==> config.mk <==
export PLATFORM = sky130hd
export DESIGN_NAME = phy_pwr_handshake
export DESIGN_NICKNAME = d
export VERILOG_FILES = /design/src/rtl/phy_pwr_pkg.sv /design/src/rtl/phy_pwr_ctrl.sv /design/src/rtl/phy_pwr_datapath.sv /design/src/rtl/phy_pwr_handshake.sv
export SDC_FILE = /design/constraint.sdc
export NUM_CORES = 1
export LEC_CHECK = 0
export BUFFER_PORTS_ARGS = -buffer_cell sky130_fd_sc_hd__buf_2
export CAP_MARGIN = 20
export CORE_UTILIZATION = 41
export DETAILED_ROUTE_END_ITERATION = 10
export GPL_ROUTABILITY_DRIVEN = 1
export GPL_TIMING_DRIVEN = 0
export HOLD_SLACK_MARGIN = 0.08
export PLACE_DENSITY = 0.73
export SETUP_SLACK_MARGIN = 0.4
export SLEW_MARGIN = 20
export SYNTH_ARGS = -nofsm -noshare
export SYNTH_HDL_FRONTEND = slang
export SYNTH_SLANG_ARGS = --single-unit
==> constraint.sdc <==
create_clock -name clk -period 1.1 [get_ports clk]
set_input_delay 0.22 -clock clk [delete_from_list [all_inputs] [get_ports clk]]
set_output_delay 0.22 -clock clk [all_outputs]
set_load 0.05 [all_outputs]
==> src/rtl/phy_pwr_pkg.sv <==
package phy_pwr_pkg;
  typedef enum logic [1:0] {
    PWR_OFF  = 2'd0,
    PWR_ON   = 2'd1,
    PWR_ULPS = 2'd2
  } pwrState_e;

  typedef struct packed {
    logic      stepNow;
    logic      forceOff;
    logic      runEn;
    pwrState_e nextState;
  } ctrlStrobes_t;
endpackage

==> src/rtl/phy_pwr_ctrl.sv <==
module phy_pwr_ctrl
  import phy_pwr_pkg::*;
#(
  parameter int STEP_LATENCY = 8
) (
  input  logic         clk,
  input  logic         rstN,
  input  logic [1:0]   pwrCmd,
  input  logic         ctrlClkEn,
  input  logic         resetRelease,
  input  logic         hsClkActive,
  input  pwrState_e    pwrStatus,
  output ctrlStrobes_t strobes
);
  localparam int CntW = (STEP_LATENCY > 2) ? $clog2(STEP_LATENCY) : 1;
  localparam logic [CntW-1:0] CntLast = CntW'(STEP_LATENCY - 1);

  logic [CntW-1:0] stepCnt;
  pwrState_e targetState;
  logic mismatch;

  always_comb begin
    if (!ctrlClkEn) targetState = PWR_OFF;
    else begin
      case (pwrCmd)
        2'd1:    targetState = PWR_ON;
        2'd2:    targetState = PWR_ULPS;
        default: targetState = PWR_OFF;
      endcase
    end
  end

  assign mismatch = (targetState != pwrStatus);

  always_ff @(posedge clk) begin
    if (!rstN) stepCnt <= '0;
    else if (!ctrlClkEn || !mismatch) stepCnt <= '0;
    else if (stepCnt == CntLast) stepCnt <= '0;
    else stepCnt <= stepCnt + 1'b1;
  end

  always_comb begin
    strobes.forceOff  = !ctrlClkEn;
    strobes.stepNow   = ctrlClkEn && mismatch && (stepCnt == CntLast);
    strobes.nextState = targetState;
    strobes.runEn     = resetRelease && hsClkActive && ctrlClkEn && (pwrStatus == PWR_ON);
  end

  // a status move while enabled only ever follows the last count of the wait
  assert_step_timing_R3: assert property (@(posedge clk) disable iff (!rstN)
    ((pwrStatus != $past(pwrStatus)) && $past(ctrlClkEn)) |-> ($past(stepCnt) == CntLast));
endmodule

==> src/rtl/phy_pwr_datapath.sv <==
module phy_pwr_datapath
  import phy_pwr_pkg::*;
#(
  parameter int NUM_LANES     = 5,
  parameter int SETTLE_CYCLES = 16
) (
  input  logic                 clk,
  input  logic                 rstN,
  input  ctrlStrobes_t         strobes,
  input  logic [NUM_LANES-1:0] laneEnable,
  output pwrState_e            pwrStatus,
  output logic                 resetDone,
  output logic [NUM_LANES-1:0] laneActive
);
  localparam int RunW = $clog2(SETTLE_CYCLES + 1);
  localparam logic [RunW-1:0] RunFull = RunW'(SETTLE_CYCLES);

  logic [RunW-1:0] runCnt;

  always_ff @(posedge clk) begin
    if (!rstN) pwrStatus <= PWR_OFF;
    else if (strobes.forceOff) pwrStatus <= PWR_OFF;
    else if (strobes.stepNow) pwrStatus <= strobes.nextState;
  end

  always_ff @(posedge clk) begin
    if (!rstN) runCnt <= '0;
    else if (!strobes.runEn) runCnt <= '0;
    else if (runCnt != RunFull) runCnt <= runCnt + 1'b1;
  end

  assign resetDone  = (runCnt == RunFull);
  assign laneActive = (pwrStatus == PWR_ON && !strobes.forceOff) ? laneEnable : '0;

  // once the control withdraws its run strobe, reset-done reads ongoing
  assert_done_drop_R9: assert property (@(posedge clk) disable iff (!rstN)
    !$past(strobes.runEn) |-> !resetDone);
endmodule

==> src/rtl/phy_pwr_handshake.sv <==
module phy_pwr_handshake
  import phy_pwr_pkg::*;
#(
  parameter int NUM_LANES     = 5,
  parameter int STEP_LATENCY  = 8,
  parameter int SETTLE_CYCLES = 16
) (
  input  logic                 clk,
  input  logic                 rstN,
  input  logic [1:0]           pwrCmd,
  input  logic                 resetRelease,
  input  logic                 ctrlClkEn,
  input  logic [NUM_LANES-1:0] laneEnable,
  input  logic                 hsClkActive,
  output logic [1:0]           pwrStatus,
  output logic                 resetDone,
  output logic [NUM_LANES-1:0] laneActive
);
  ctrlStrobes_t strobes;
  pwrState_e    statusQ;

  phy_pwr_ctrl #(.STEP_LATENCY(STEP_LATENCY)) ctrl_i (
    .clk(clk), .rstN(rstN), .pwrCmd(pwrCmd), .ctrlClkEn(ctrlClkEn),
    .resetRelease(resetRelease), .hsClkActive(hsClkActive),
    .pwrStatus(statusQ), .strobes(strobes)
  );

  phy_pwr_datapath #(.NUM_LANES(NUM_LANES), .SETTLE_CYCLES(SETTLE_CYCLES)) dp_i (
    .clk(clk), .rstN(rstN), .strobes(strobes), .laneEnable(laneEnable),
    .pwrStatus(statusQ), .resetDone(resetDone), .laneActive(laneActive)
  );

  assign pwrStatus = statusQ;

  assert_gated_off_R5: assert property (@(posedge clk) disable iff (!rstN)
    !ctrlClkEn |=> (pwrStatus == 2'd0));

  assert_legal_code_R2: assert property (@(posedge clk) disable iff (!rstN)
    pwrStatus != 2'd3);

  assert_done_needs_clock_R6: assert property (@(posedge clk) disable iff (!rstN)
    resetDone |-> $past(resetRelease && hsClkActive && ctrlClkEn));

  assert_lanes_gated_R10: assert property (@(posedge clk) disable iff (!rstN)
    (laneActive != '0) |-> (pwrStatus == 2'd1 && ctrlClkEn));
endmodule

# After elaboration in Yosys (flattened, before gate mapping)
# Index checks and enable logic that the tools add are counted.
# Widths: inputs -> output; s select.
# word_totals
word_cells	28
ff_bits	10
out_inout_bits	8
input_bits	12
# classes
mux	3
bitwise	1
n_eq_ne	7
n_reduce_logical	12
addsub	2
# op_table
cell	count
$logic_and 1x1->1	6
$add 5x1->5 const B	1
$eq 5x5->1 const B	1
$mux 5	1
$ne 5x5->1 const B	1
$eq 2x1->1 const B	2
$pmux 2 s2	1
$reduce_and 2->1	2
$add 3x1->3 const B	1
$eq 3x3->1 const B	1
$reduce_or 3->1	1
$eq 2x2->1 const B	1
$logic_not 1->1	2
$mux 2	1
$ne 2x2->1	1
$logic_or 1x1->1	1
$not 1->1	1

# Longest topological paths before layout
# logic_depth
word_depth	7
depth_mapped	6

# Cells and area by module
# A second synthesis with hierarchy kept.
# unflattened
hier_cells	57
area_unflattened_um2	561.8
# modules_own_cells
module	seq_area_each_um2	area_each_um2	instances	cells_per_inst
phy_pwr_datapath	140.1	359.1	1	37
phy_pwr_ctrl	60.1	202.7	1	20

# Worst setup path after synthesis
# OpenSTA, ideal clock, no wires.
# synth_timing
path_type	reg-to-output
startpoint	register dp_i.pwrStatus[0]
endpoint	output laneActive[1]
path_buffers	0
arrival_ns	1.412
path_stages_with_launch	3
slack_ns	-0.532
path_cell_list	dfxtp_1 and2b_2 and3_1
# synth_via
elab_chain_len	3
# synth_rtl
element	line_no	rtl
start, declared	phy_pwr_datapath.sv:11	output pwrState_e pwrStatus,
start signal, assigned	phy_pwr_datapath.sv:23	else if (strobes.stepNow) pwrStatus <= strobes.nextState;
$eq 2x1->1	phy_pwr_datapath.sv:33	assign laneActive = (pwrStatus == PWR_ON && !strobes.forceOff) ? laneEnable : '0;
$logic_and 1x1->1	phy_pwr_datapath.sv:33	
$mux 5	phy_pwr_datapath.sv:33	
end, declared	phy_pwr_handshake.sv:17	output logic [NUM_LANES-1:0] laneActive
# No other way between the ends.

# Worst setup path after layout
# layout_timing
startpoint	register dp_i.runCnt[0]
endpoint	output resetDone
# layout_via
elab_chain_len	1
# layout_rtl
element	line_no	rtl
start, declared	phy_pwr_datapath.sv:18	logic [RunW-1:0] runCnt;
start signal, assigned	phy_pwr_datapath.sv:29	else if (runCnt != RunFull) runCnt <= runCnt + 1'b1;
$eq 5x5->1	phy_pwr_datapath.sv:32	assign resetDone = (runCnt == RunFull);
end, declared	phy_pwr_handshake.sv:16	output logic resetDone,
# No other way between the ends.

==> impl_results.md <==
- Hold_buf cts: 0
- Min Clock Period, post-route: 1448 ps
- TritonCTS clock tree: built
- Slew @ Worst Pin: 283.6 ps
- Dpl hpwl: 846.5 um
- Initial Util: 47.01%
- Reg clk slew, reported paths: 70 ps
- Avg WL per Cell: 11.92 um
- WP data required: 880 ps
- Ys async rst share: 0%
- Share of total power in combinational logic: 7.9%
- Worst Setup SP: dp_i.runCnt[0]
- Power share of the clock group: 38.7%
- Drt initial violations: 7
- Synth cell types: 23
- Area delta synth->final: 82.50%
- Syn Inst Count: 57
- Core area: 1171 um2
- RR Startpoint: dp_i.runCnt[0]
- Critical Path Sink Type: primary output
- Most frequent cells in the layout: buf_2, buf_8, buf_4, buf_6, and3_4
- Worst Hold Launch: rstN
- Vias in the first global route: 525
- Register bit total from synthesis: 10
- Row Count: 12
- Primary FF master, synth: dfxtp_1
- Max-capacitance violation count: 0
- Internal power: 526.7 uW
- Diodes inserted: 0
- Peak VDD IR: 796.8 uV
- Clk_lat worst skew: 260 ps
- Power Density: 675.1 nW/um2
- Seq pwr share: 53.4%
- RSZ-0062 raised after global routing: true
- DIE WIDTH: 38.65 um
- Leakage power: 0.0004005 uW
- DRC viols: 0
- Status: complete, but fails checks
- WHS: 229.9 ps
- Fill cell count: 66
- CTS root buf: clkbuf_4
- First-pass GRT wire length: 2083 um
- Commonest non-fill, non-tap cell in the layout: buf_2
- Die area: 1493 um2
- Max-slew headroom: 80.96%
- I/O Buffers: 19
- Crit path arrival time: 1230 ps
- Synthesized area: 550.5 um2
- Seq/Total Area, Yosys: 36.36%
- Setup WS pre-CTS: -221.3 ps
- Critical path startpoint category: flip-flop
- Largest net degree at the start of global routing: 8
- Worst Hold Class: in2reg
- Util after Layout: 85.79%
- RD Place Congestion: 0.6288
- Area contributors post-synth: dfxtp_1, ha_1, and3_2
- Cell taking the most area after synthesis: dfxtp_1
- Syn_nets: 73
- Total routed wirelength: 1263 um
- Post-synth EDFFs: 0
- Crit path max fanout: 2
- Ys Warns: 0
- Pwr Total: 678.3 uW
- Setup tns final: -2828 ps
- # IOs: 20
- Max Freq: 690.7 MHz
- Clock sink total: 10
- Final setup margin: -347.7 ps
- Final Hold Viols: 0
- Via density: 4.972
- All-Layer GR Usage: 20.63%
- Initial antenna violation count: 0
- H-tree levels: 1
- Share of layout cells above drive strength 1: 69.57%
- Grt ovf: 0
- CTS buffer count: 3
- Clock skew: 8.606 ps
- Path type of the worst setup path: reg2out
- Net Switching: 151.6 uW
- Total number of vias: 527
- Slew Limit Fails: 0
- Failing checks: setup timing
- Top-area cell type share of the netlist area: 36.36%
- Sw frac: 22.35%
- Setup violators final: 10
- Clock Tree Buf Depth: 2
- Final ANT Viol Nets: 0
- Layout Nets: 109
- First drt pass iteration count: 4
- DIE HEIGHT: 38.65 um
- Mean area per synthesized cell: 9.658 um2
- Tcrit/Tclk final: 131.6%
-- final timing paths --
| check | slack [ps] | depth (start not counted) | to |
|---|---|---|---|
| setup / recovery | -350 | 5 | resetDone |
| setup reg to reg | -280 | 8 | dp_i.runCnt[1] |
| hold / removal | 230 | 3 | dp_i.pwrStatus[0] |
| hold reg to reg | 560 | 2 | dp_i.runCnt[4] |
-- kinds of logic after synthesis --
kind of cell,count (synthesis),share of synthesized area (%)
adder cells (fa/ha/maj),4,9.091
XOR/XNOR,5,7.956
flip-flops,10,36.36
AND/OR/NAND/NOR,27,35.23
multiplexers,1,1.818
AO/OA/AOI/OAI,6,5.453
buffers and inverters,4,4.091
-- critical path, cell delays in order, from the launching register on --
cell and delay, ps:
dfxtp_2 330, inv_2 50, ha_4 140, and4bb_1 190
buf_6 120, buf_8 140
-- power by group through the flow --
stage	sequential (uW)	combinational, uW	clock [uW]
after global placement	371	46.3	0
after detailed placement	371	47.2	0
final	362	53.4	263
after CTS	362	48.1	275
after global routing	362	59.2	293
after floorplan	370	17.3	0
-- Yosys cell counts (all sizes together) (2+ instances only) --
cell    instances
inv             3
xnor2           2
nand3           3
dfxtp          10
xor2            3
a21oi           5
and3            5
nor3            2
ha              4
nand4b          2
nand2b          2
nor2            4
nand3b          3
-- layout make-up --
class | instances | area (um2) | area share, %
buffer | 1 | 11.26 | 1.121
clock buffer | 4 | 26.28 | 2.615
inverter | 3 | 11.26 | 1.121
multi-input combinational | 43 | 441.7 | 43.96
sequential | 10 | 212.7 | 21.17
tap | 14 | 17.52 | 1.743
timing repair buffer | 31 | 284.0 | 28.27
-- stage by stage --
stage	cells	cell area (um2)
2_1_floorplan	57	614.3
3_3_place_gp	90	726.9
3_5_place_dp	90	726.9
4_1_cts	101	945.9
5_1_grt	106	1005
6_report	106	1005
-- registers in the layout (all words and copies together), names as in the netlist --
name	cells
dp_i.runCnt	5
ctrl_i.stepCnt	3
dp_i.pwrStatus	2
-- metal layers --
metal,global-route usage [%],routed length (um),vias to the layer above
met4,5.172,4,0
met2,35.83,671,7
met3,8.671,26,2
li1,-,-,271
met1,22.86,561,247
met5,0,0,-
-- timing repair --
action	CTS	global route
resized for setup	38	6
pin swaps	8	4
setup buffers	7	5
endpoints found under the setup margin	18	18
cloned	0	0
Note: power is estimated with default switching activity, not from simulation.
